===== src/rtl/flash_cmd_pkg.sv =====
package flash_cmd_pkg;

  typedef enum logic [1:0] {
    MODE_ARRAY  = 2'd0,
    MODE_STATUS = 2'd1,
    MODE_IDENT  = 2'd2
  } rd_mode_e;

  typedef enum logic [1:0] {
    CI_IDLE        = 2'd0,
    CI_ERASE_SETUP = 2'd1,
    CI_PROG_SETUP  = 2'd2
  } ci_state_e;

  typedef enum logic [2:0] {
    ENG_IDLE   = 3'd0,
    ENG_PREAD  = 3'd1,
    ENG_PWRITE = 3'd2,
    ENG_PWAIT  = 3'd3,
    ENG_ERUN   = 3'd4,
    ENG_ESUSP  = 3'd5
  } eng_state_e;

  localparam logic [7:0] OP_READ_ARRAY  = 8'hFF;
  localparam logic [7:0] OP_READ_STATUS = 8'h70;
  localparam logic [7:0] OP_READ_IDENT  = 8'h90;
  localparam logic [7:0] OP_ERASE_SETUP = 8'h20;
  localparam logic [7:0] OP_CONFIRM     = 8'hD0;
  localparam logic [7:0] OP_PROG_SETUP  = 8'h40;
  localparam logic [7:0] OP_PROG_ALT    = 8'h10;
  localparam logic [7:0] OP_CLEAR       = 8'h50;
  localparam logic [7:0] OP_SUSPEND     = 8'hB0;

  localparam logic [7:0] ID_MAKER       = 8'h20;
  localparam logic [7:0] ID_DEV_TOP     = 8'hF3;
  localparam logic [7:0] ID_DEV_BOTTOM  = 8'hFB;

endpackage


===== src/rtl/flash_array.sv =====
module flash_array #(
  parameter int AW = 6,
  parameter int DW = 8
) (
  input  logic          clk,
  input  logic          we,
  input  logic [AW-1:0] addr,
  input  logic [DW-1:0] wdata,
  output logic [DW-1:0] rdata
);
  localparam int DEPTH = 1 << AW;

  logic [DW-1:0] mem [DEPTH];

  // single port, read-before-write, synchronous read: block RAM friendly
  always_ff @(posedge clk) begin
    if (we) mem[addr] <= wdata;
    rdata <= mem[addr];
  end
endmodule


===== src/rtl/flash_pe_engine.sv =====
module flash_pe_engine
  import flash_cmd_pkg::*;
#(
  parameter int AW       = 6,
  parameter int BLK_AW   = 4,
  parameter int PROG_CYC = 8
) (
  input  logic          clk,
  input  logic          rst,
  input  logic          start_prog_i,
  input  logic          start_erase_i,
  input  logic          suspend_req_i,
  input  logic          resume_req_i,
  input  logic [AW-1:0] tgt_addr_i,
  input  logic [7:0]    tgt_data_i,
  input  logic          vpp_ok_i,
  input  logic          rp_n_i,
  input  logic          force_fail_i,
  input  logic [7:0]    mem_rdata_i,
  output logic          mem_we_o,
  output logic [AW-1:0] mem_addr_o,
  output logic [7:0]    mem_wdata_o,
  output logic          busy_o,
  output logic          suspended_o,
  output logic          set_vpp_o,
  output logic          set_pfail_o,
  output logic          set_efail_o
);
  localparam int CW = $clog2(PROG_CYC + 1);
  localparam logic [BLK_AW-1:0] IDX_LAST = {BLK_AW{1'b1}};
  localparam logic [CW-1:0] CNT_LAST = CW'(PROG_CYC - 1);

  eng_state_e        state_q;
  logic [BLK_AW-1:0] idx_q;
  logic [CW-1:0]     cnt_q;
  logic [AW-1:0]     a_q;
  logic [7:0]        d_q;
  logic              supply_bad;

  assign supply_bad = !vpp_ok_i || !rp_n_i;

  always_ff @(posedge clk) begin
    if (rst) begin
      state_q     <= ENG_IDLE;
      idx_q       <= '0;
      cnt_q       <= '0;
      a_q         <= '0;
      d_q         <= '0;
      set_vpp_o   <= 1'b0;
      set_pfail_o <= 1'b0;
      set_efail_o <= 1'b0;
    end else begin
      set_vpp_o   <= 1'b0;
      set_pfail_o <= 1'b0;
      set_efail_o <= 1'b0;
      case (state_q)
        ENG_IDLE: begin
          if (start_prog_i) begin
            a_q     <= tgt_addr_i;
            d_q     <= tgt_data_i;
            state_q <= ENG_PREAD;
          end else if (start_erase_i) begin
            a_q     <= tgt_addr_i;
            idx_q   <= '0;
            state_q <= ENG_ERUN;
          end
        end
        ENG_PREAD: begin
          if (!vpp_ok_i) begin
            set_vpp_o <= 1'b1;
            state_q   <= ENG_IDLE;
          end else begin
            state_q <= ENG_PWRITE;
          end
        end
        ENG_PWRITE: begin
          cnt_q   <= '0;
          state_q <= ENG_PWAIT;
        end
        ENG_PWAIT: begin
          if (cnt_q == CNT_LAST) begin
            set_pfail_o <= force_fail_i;
            state_q     <= ENG_IDLE;
          end else begin
            cnt_q <= cnt_q + 1'b1;
          end
        end
        ENG_ERUN: begin
          if (supply_bad) begin
            set_vpp_o <= 1'b1;
            state_q   <= ENG_IDLE;
          end else if (idx_q == IDX_LAST) begin
            set_efail_o <= force_fail_i;
            state_q     <= ENG_IDLE;
          end else begin
            idx_q <= idx_q + 1'b1;
            if (suspend_req_i) state_q <= ENG_ESUSP;
          end
        end
        ENG_ESUSP: begin
          if (resume_req_i) state_q <= ENG_ERUN;
        end
        default: state_q <= ENG_IDLE;
      endcase
    end
  end

  always_comb begin
    mem_addr_o  = a_q;
    mem_wdata_o = 8'hFF;
    mem_we_o    = 1'b0;
    if (state_q == ENG_PWRITE) begin
      mem_we_o    = 1'b1;
      mem_wdata_o = mem_rdata_i & d_q;
    end else if (state_q == ENG_ERUN) begin
      mem_addr_o = {a_q[AW-1:BLK_AW], idx_q};
      mem_we_o   = !supply_bad;
    end
  end

  assign busy_o      = (state_q != ENG_IDLE) && (state_q != ENG_ESUSP);
  assign suspended_o = (state_q == ENG_ESUSP);

  assert_start_busy_R7: assert property (@(posedge clk) disable iff (rst)
    (state_q == ENG_IDLE && start_prog_i) |=> busy_o);

  assert_supply_abort_R13: assert property (@(posedge clk) disable iff (rst)
    (state_q == ENG_ERUN && supply_bad) |=> (state_q == ENG_IDLE && set_vpp_o));

  assert_suspend_takes_R11: assert property (@(posedge clk) disable iff (rst)
    (state_q == ENG_ERUN && suspend_req_i && !supply_bad && idx_q != IDX_LAST)
      |=> suspended_o);

  assert_resume_runs_R11: assert property (@(posedge clk) disable iff (rst)
    (suspended_o && resume_req_i) |=> busy_o);
endmodule


===== src/rtl/flash_status.sv =====
module flash_status (
  input  logic       clk,
  input  logic       rst,
  input  logic       clr_i,
  input  logic       set_vpp_i,
  input  logic       set_pfail_i,
  input  logic       set_efail_i,
  input  logic       busy_i,
  input  logic       suspended_i,
  output logic [7:0] status_o
);
  // err_q[2] erase fail, err_q[1] program fail, err_q[0] supply fault
  logic [2:0] err_q;

  always_ff @(posedge clk) begin
    if (rst) err_q <= '0;
    else     err_q <= (clr_i ? 3'b000 : err_q) | {set_efail_i, set_pfail_i, set_vpp_i};
  end

  assign status_o = {!busy_i, suspended_i, err_q, 3'b000};

  assert_sticky_R10: assert property (@(posedge clk) disable iff (rst)
    !clr_i |=> ((err_q & $past(err_q)) == $past(err_q)));

  assert_vpp_sets_R13: assert property (@(posedge clk) disable iff (rst)
    set_vpp_i |=> err_q[0]);

  assert_clear_R10: assert property (@(posedge clk) disable iff (rst)
    (clr_i && !set_vpp_i && !set_pfail_i && !set_efail_i) |=> (err_q == 3'b000));
endmodule


===== src/rtl/flash_cmd_ctrl.sv =====
module flash_cmd_ctrl
  import flash_cmd_pkg::*;
#(
  parameter int AW       = 6,
  parameter int BLK_AW   = 4,
  parameter int PROG_CYC = 8,
  parameter bit TOP_BOOT = 1'b1
) (
  input  logic          clk,
  input  logic          rst,
  input  logic          ce_n,
  input  logic          oe_n,
  input  logic          we_n,
  input  logic [AW-1:0] addr,
  input  logic [7:0]    din,
  output logic [7:0]    dout,
  input  logic          vpp_ok,
  input  logic          rp_n,
  input  logic          rp_hv,
  input  logic          force_fail
);
  localparam int NBB = AW - BLK_AW;
  localparam logic [NBB-1:0] BOOT_BLK = TOP_BOOT ? {NBB{1'b1}} : {NBB{1'b0}};
  localparam logic [7:0] ID_DEV = TOP_BOOT ? ID_DEV_TOP : ID_DEV_BOTTOM;

  // bus strobes
  logic wr_act, wr_q, wr_fire, rd_act, rd_q;
  assign wr_act  = !ce_n && !we_n;
  assign rd_act  = !ce_n && !oe_n;
  assign wr_fire = wr_act && !wr_q;

  // engine / status wiring
  logic          eng_busy, eng_susp, eng_we;
  logic          eng_vpp, eng_pfail, eng_efail;
  logic [AW-1:0] eng_addr;
  logic [7:0]    eng_wdata, mem_rdata, status;

  // decoder outputs
  rd_mode_e  mode_q, mode_n;
  ci_state_e ci_q, ci_n;
  logic start_prog, start_erase, susp_req, resume_req;
  logic clr_req, abort_seq, boot_reject, is_boot;

  assign is_boot = (addr[AW-1:BLK_AW] == BOOT_BLK);

  always_comb begin
    mode_n      = mode_q;
    ci_n        = ci_q;
    start_prog  = 1'b0;
    start_erase = 1'b0;
    susp_req    = 1'b0;
    resume_req  = 1'b0;
    clr_req     = 1'b0;
    abort_seq   = 1'b0;
    boot_reject = 1'b0;
    if (wr_fire) begin
      if (eng_busy) begin
        if (din == OP_READ_STATUS) mode_n   = MODE_STATUS;
        if (din == OP_SUSPEND)     susp_req = 1'b1;
      end else begin
        case (ci_q)
          CI_ERASE_SETUP: begin
            ci_n   = CI_IDLE;
            mode_n = MODE_STATUS;
            if (din != OP_CONFIRM)      abort_seq   = 1'b1;
            else if (is_boot && !rp_hv) boot_reject = 1'b1;
            else                        start_erase = 1'b1;
          end
          CI_PROG_SETUP: begin
            ci_n       = CI_IDLE;
            mode_n     = MODE_STATUS;
            start_prog = 1'b1;
          end
          default: begin
            case (din)
              OP_READ_ARRAY:  mode_n  = MODE_ARRAY;
              OP_READ_STATUS: mode_n  = MODE_STATUS;
              OP_READ_IDENT:  mode_n  = MODE_IDENT;
              OP_CLEAR:       clr_req = 1'b1;
              OP_ERASE_SETUP: if (!eng_susp) ci_n = CI_ERASE_SETUP;
              OP_PROG_SETUP,
              OP_PROG_ALT:    if (!eng_susp) ci_n = CI_PROG_SETUP;
              OP_CONFIRM:     if (eng_susp) resume_req = 1'b1;
              default: ;
            endcase
          end
        endcase
      end
    end
  end

  always_ff @(posedge clk) begin
    if (rst) begin
      mode_q <= MODE_ARRAY;
      ci_q   <= CI_IDLE;
      wr_q   <= 1'b0;
    end else begin
      mode_q <= mode_n;
      ci_q   <= ci_n;
      wr_q   <= wr_act;
    end
  end

  // read path: stage 1 captures selection and status, stage 2 registers dout
  rd_mode_e   sel_q;
  logic       rd1_q, a0_q;
  logic [7:0] snap_q, dout_q;

  always_ff @(posedge clk) begin
    if (rst) begin
      rd_q   <= 1'b0;
      rd1_q  <= 1'b0;
      a0_q   <= 1'b0;
      sel_q  <= MODE_ARRAY;
      snap_q <= 8'h80;
      dout_q <= 8'h00;
    end else begin
      rd_q  <= rd_act;
      rd1_q <= rd_act;
      a0_q  <= addr[0];
      sel_q <= eng_busy ? MODE_STATUS : mode_q;
      if (rd_act && !rd_q) snap_q <= status;
      if (!rd1_q) dout_q <= 8'h00;
      else begin
        case (sel_q)
          MODE_STATUS: dout_q <= snap_q;
          MODE_IDENT:  dout_q <= a0_q ? ID_DEV : ID_MAKER;
          default:     dout_q <= mem_rdata;
        endcase
      end
    end
  end

  assign dout = dout_q;

  flash_array #(.AW(AW), .DW(8)) u_array (
    .clk   (clk),
    .we    (eng_we),
    .addr  (eng_busy ? eng_addr : addr),
    .wdata (eng_wdata),
    .rdata (mem_rdata)
  );

  flash_pe_engine #(.AW(AW), .BLK_AW(BLK_AW), .PROG_CYC(PROG_CYC)) u_engine (
    .clk           (clk),
    .rst           (rst),
    .start_prog_i  (start_prog),
    .start_erase_i (start_erase),
    .suspend_req_i (susp_req),
    .resume_req_i  (resume_req),
    .tgt_addr_i    (addr),
    .tgt_data_i    (din),
    .vpp_ok_i      (vpp_ok),
    .rp_n_i        (rp_n),
    .force_fail_i  (force_fail),
    .mem_rdata_i   (mem_rdata),
    .mem_we_o      (eng_we),
    .mem_addr_o    (eng_addr),
    .mem_wdata_o   (eng_wdata),
    .busy_o        (eng_busy),
    .suspended_o   (eng_susp),
    .set_vpp_o     (eng_vpp),
    .set_pfail_o   (eng_pfail),
    .set_efail_o   (eng_efail)
  );

  flash_status u_status (
    .clk         (clk),
    .rst         (rst),
    .clr_i       (clr_req),
    .set_vpp_i   (eng_vpp),
    .set_pfail_i (eng_pfail | abort_seq),
    .set_efail_i (eng_efail | abort_seq | boot_reject),
    .busy_i      (eng_busy),
    .suspended_i (eng_susp),
    .status_o    (status)
  );

  assert_bad_confirm_R6: assert property (@(posedge clk) disable iff (rst)
    (wr_fire && ci_q == CI_ERASE_SETUP && din != OP_CONFIRM)
      |=> (status[5] && status[4] && !eng_busy));

  assert_no_setup_busy_R9: assert property (@(posedge clk) disable iff (rst)
    (wr_fire && eng_busy) |=> (ci_q == CI_IDLE));

  assert_snap_held_R12: assert property (@(posedge clk) disable iff (rst)
    (rd_act && rd_q) |=> $stable(snap_q));

  assert_idle_dout_R1: assert property (@(posedge clk) disable iff (rst)
    !rd1_q |=> (dout == 8'h00));
endmodule


===== config.mk =====
export PLATFORM = sky130hd
export DESIGN_NAME = flash_cmd_ctrl
export DESIGN_NICKNAME = d
export VERILOG_FILES = /design/src/rtl/flash_cmd_pkg.sv /design/src/rtl/flash_array.sv /design/src/rtl/flash_pe_engine.sv /design/src/rtl/flash_status.sv /design/src/rtl/flash_cmd_ctrl.sv
export SDC_FILE = /design/constraint.sdc
export NUM_CORES = 1
export LEC_CHECK = 0
export BUFFER_PORTS_ARGS = -buffer_cell sky130_fd_sc_hd__buf_2
export CAP_MARGIN = 10
export CORE_AREA = 5 5 199 201
export CTS_CLUSTER_DIAMETER = 50
export DETAILED_ROUTE_END_ITERATION = 10
export DIE_AREA = 0 0 204 206
export GPL_TIMING_DRIVEN = 1
export PLACE_DENSITY_LB_ADDON = 0.25
export SETUP_SLACK_MARGIN = 0.15
export SLEW_MARGIN = 20
export SYNTH_ARGS = -nofsm -noshare
export SYNTH_HDL_FRONTEND = slang
export SYNTH_SLANG_ARGS = --single-unit

===== constraint.sdc =====
create_clock -name clk -period 5.6 [get_ports clk]
set_input_delay 1.12 -clock clk [delete_from_list [all_inputs] [get_ports clk]]
set_output_delay 1.12 -clock clk [all_outputs]
set_load 0.02 [all_outputs]

==> flow_summary.yaml <==
timing:
  layout_setup_ws_ps: 1350
  max-slew-margin-rel_pct: 26.6
  clock_skew_ps: 12.4
  rsz0062_at_grt: "no"
  final.period_utilization_pct: 75.8
  worst_slew_pin_slew_ps: 1100
  max_freq_ghz: 0.235
  final.setup.tns_ps: 0
  hold_viol: 0
  finalSetupViolations: 0
  final.hold.worst_slack_ps: 446
  fin_crit_ps: 4250
  maxSlewViolCount: 0
synthesis:
  largest_family_of_logic_cells_by_synthesized_area: "compound AO/OA/AOI/OAI gates"
  synth_enable_flop_cells: 512
  synth_compound_area_share_pct: 11.3
  synth_adder_area_share_pct: 0.338
  synth_cell_type_count: 66
  netlist_area_mm2: 0.0222
  synth.yosys.seq_area_share_pct: 74.7
  synthFlopType: "sky130_fd_sc_hd__edfxtp_1"
  synth_async_sr_flop_share_pct: 0
  postSynthRegisterBits: 573
  synth_area_per_cell_um2: 15.3
  gate_count_after_technology_mapping: 1456
  simple_gate_share_of_the_synthesized_area_pct: 7.43
  synth_xor_xnor_area_share_pct: 0.237
  muxShareOfSynthArea_pct: 4.15
  yosys_warnings: 0
  mappedNetlistNets: 1485
clock_tree:
  clk_pin_slew_worst_paths_ps: 60
  clock_tree.htree_level_count: 2
  cts_root_buffer: "sky130_fd_sc_hd__clkbuf_16"
  numCtsBuffers: 57
  cts_setup_buffers: 0
  clock_network_latency_to_the_later_pin_of_the_worst_skew_pair_ps: 610
  cts_buffer_depth: 3
  cts_hold_repair.buffers: 0
  clock_sink_count: 573
  cts.repair.resized: 0
  cts_tree: "done"
finish:
  finalNetCount: 1546
  area_delta_synth_final_pct: 12.2
  antenna-diode-count: 0
  postLayoutCoreUtil_pct: 66.6
  layout.cell_area.non_filler_mm2: 0.0249
  final_layout_size_suffix_gt1_share_pct: 15.5
grt:
  first_global_vias: 13500
  grt.total_usage_pct: 27.9
  overflow: 0
  grt_pass1_wl_mm: 86.9
  grt_start_max_net_pins: 65
  initial_antenna_violation_count: 0
run:
  cap_viol_max_count: 0
drt:
  drt-wirelength-per-cell_um: 28.3
  route.vias.total: 13800
  via_per_inst: 6.67
  route.detailed.drc: 0
  first_pass_iters: 6
  detail_route.wirelength_mm: 58.8
  drt.antenna.violating_nets: 0
  drt_iter0_drc: 1873
floorplan:
  ios: 31
  height_of_the_chip_um: 206
  std_cell_rows: 71
  die_area_mm2: 0.0420
  core_region_area_mm2: 0.0374
  die_wd_um: 204
  starting_density_of_the_core_pct: 59.4
status:
  status: "complete, no violations"
worst_setup_path:
  timing.setup.critical_path_class: "flip-flop to flip-flop"
  rr_endpoint: "u_array.rdata[3]"
  cpMaxStageDelayCell: "sky130_fd_sc_hd__dfxtp_1"
  path_max_fanout: 20
  worst_ep_required_time_ps: 6080
  setup.worst_path.start: "u_engine.state_q[0]"
  critical_path.max_stage_delay_ps: 950
  sort_of_element_at_the_start_of_the_critical_path: "flip-flop"
  critical_path_arrival_ps: 4730
  worstReg2RegStart: "u_engine.state_q[0]"
  timing.critical_path.cells: "mux2_2 -> nor2_1 -> nor3_4 -> buf_4 -> nor3_4 -> buf_4 -> a22oi_1 -> a31oi_1 -> or4_1 -> or4_1"
  regToRegSetupSlack_ps: 1350
  crit_path_end: "u_array.rdata[3]"
  setup_crit_end_kind: "flip-flop"
  r2r_cells: 10
placed_design:
  globalplace.congestion: 0.939
  detailed_place_hpwl_mm: 37.0
  detailed_place.area_mm2: 0.0231
  place.port_buffers: 30
  place_worst_setup_slack_ps: 1180
hold_path:
  worstHoldPathType: "flip-flop to flip-flop"
  holdCritStartpoint: "u_engine.set_efail_o"
power:
  power.static_leakage_nw: 7.71
  power_density_mw_per_mm2: 480
  vdd_ir_drop_max_mv: 0.417
registers in the layout, indices dropped and copies added (netlist names):
| signal | count |
|---|---|
| u_array.mem | 512 |
| u_engine.state_q | 3 |
| u_engine.cnt_q | 4 |
| u_status.err_q | 3 |
| sel_q | 2 |
| snap_q | 5 |
| u_engine.set_pfail_o | 1 |
| u_engine.d_q | 8 |
| ci_q | 2 |
| u_array.rdata | 8 |
| rd1_q | 1 |
| u_engine.idx_q | 4 |
| u_engine.set_vpp_o | 1 |
| wr_q | 1 |
| a0_q | 1 |
| mode_q | 2 |
| u_engine.a_q | 6 |
| u_engine.set_efail_o | 1 |
| dout | 8 |
worst min-delay path by stage:
| stage | to | cells past startpoint |
|---|---|---|
| after floorplan | u_status.err_q[0] | 2 |
| after global placement | u_status.err_q[0] | 2 |
| after detailed placement | u_status.err_q[2] | 2 |
| after CTS | u_status.err_q[2] | 2 |
| after global routing | u_status.err_q[2] | 2 |
| final | u_status.err_q[2] | 2 |
stage by stage:
step	std cells	power (mW)
floorplan	1456	6.98
global placement	1967	8.19
detailed placement	1969	8.25
CTS	2076	11.9
global route	2076	12.3
finish	2076	12.0
cell usage after synthesis (7+ instances only):
| library cell | instances | share of area (%) |
|---|---|---|
| sky130_fd_sc_hd__edfxtp_1 | 512 | 69 |
| sky130_fd_sc_hd__a22oi_1 | 153 | 5.2 |
| sky130_fd_sc_hd__nor2_1 | 123 | 2.1 |
| sky130_fd_sc_hd__nand2_1 | 117 | 2.0 |
| sky130_fd_sc_hd__dfxtp_1 | 61 | 5.5 |
| sky130_fd_sc_hd__a21oi_1 | 44 | 0.99 |
| sky130_fd_sc_hd__clkbuf_1 | 41 | 0.69 |
| sky130_fd_sc_hd__mux2_2 | 40 | 2.0 |
| sky130_fd_sc_hd__mux2i_1 | 37 | 1.7 |
| sky130_fd_sc_hd__a32oi_1 | 34 | 1.3 |
| sky130_fd_sc_hd__a31oi_1 | 27 | 0.76 |
| sky130_fd_sc_hd__a41oi_1 | 24 | 0.95 |
| sky130_fd_sc_hd__buf_2 | 24 | 0.54 |
| sky130_fd_sc_hd__nor3_1 | 20 | 0.45 |
| sky130_fd_sc_hd__nand3_1 | 15 | 0.34 |
| sky130_fd_sc_hd__nor4_1 | 15 | 0.42 |
| sky130_fd_sc_hd__nand2b_1 | 14 | 0.39 |
| sky130_fd_sc_hd__buf_1 | 10 | 0.17 |
| sky130_fd_sc_hd__mux2_1 | 9 | 0.46 |
| sky130_fd_sc_hd__inv_1 | 8 | 0.14 |
| sky130_fd_sc_hd__nor2b_1 | 8 | 0.23 |
| sky130_fd_sc_hd__o21ai_0 | 8 | 0.18 |
| sky130_fd_sc_hd__a41o_1 | 7 | 0.32 |
cells in the final DEF (no fill, tap or decap), types with 14 or more instances in the layout:
| cell type | count |
|---|---|
| sky130_fd_sc_hd__nor3_1 | 17 |
| sky130_fd_sc_hd__dfxtp_1 | 61 |
| sky130_fd_sc_hd__buf_2 | 30 |
| sky130_fd_sc_hd__nand2_1 | 108 |
| sky130_fd_sc_hd__a22oi_1 | 153 |
| sky130_fd_sc_hd__a41oi_1 | 24 |
| sky130_fd_sc_hd__a21oi_1 | 44 |
| sky130_fd_sc_hd__a32oi_1 | 34 |
| sky130_fd_sc_hd__mux2_2 | 40 |
| sky130_fd_sc_hd__edfxtp_1 | 512 |
| sky130_fd_sc_hd__nor2_1 | 116 |
| sky130_fd_sc_hd__nor4_1 | 15 |
| sky130_fd_sc_hd__clkbuf_16 | 57 |
| sky130_fd_sc_hd__a31oi_1 | 27 |
| sky130_fd_sc_hd__clkbuf_1 | 18 |
| sky130_fd_sc_hd__nand2b_1 | 14 |
| sky130_fd_sc_hd__nand3_1 | 15 |
| sky130_fd_sc_hd__buf_4 | 52 |
| sky130_fd_sc_hd__mux2i_1 | 37 |
critical path: cells and delay by family (launching register included):
kind | cells | cell delay, ps
and+or+nand+nor | 5 | 1700
DFF | 1 | 950
muxes | 1 | 330
buffers and inverters | 2 | 690
AOI/OAI and AO/OA | 2 | 410
routing by layer:
metal | GRT usage (%) | up-vias | wire length, um
met5 | 0 | - | 0
met4 | 11.8 | 0 | 2700
met3 | 5.70 | 176 | 6790
met2 | 43.7 | 956 | 27000
met1 | 38.9 | 6813 | 22200
li1 | - | 5902 | -
kinds of logic after synthesis:
logic type                 after synthesis
DFF                                    573
and+or+nand+nor                        353
AOI/OAI and AO/OA                      341
buffers and inverters                   91
muxes                                   86
xor gates and xnor gates                 6
adders and majority gates                6
layout make-up:
cell class | instances | area (um2)
flip-flops and latches | 573 | 16600
well taps | 511 | 639
multi-input cells | 792 | 5290
repair buffers | 84 | 563
clock buffers | 77 | 1520
clock inverters | 30 | 284
fillers | 2521 | 12500
inverters | 9 | 33.8
power by group:
part           internal, mW  switching, mW  total (mW)
Clock                  2.10           1.58        3.68
Combinational         0.967           2.32        3.29
Sequential             4.89          0.100        4.99
Total                  7.96           4.00        12.0
(Power assumes the default switching activity.)
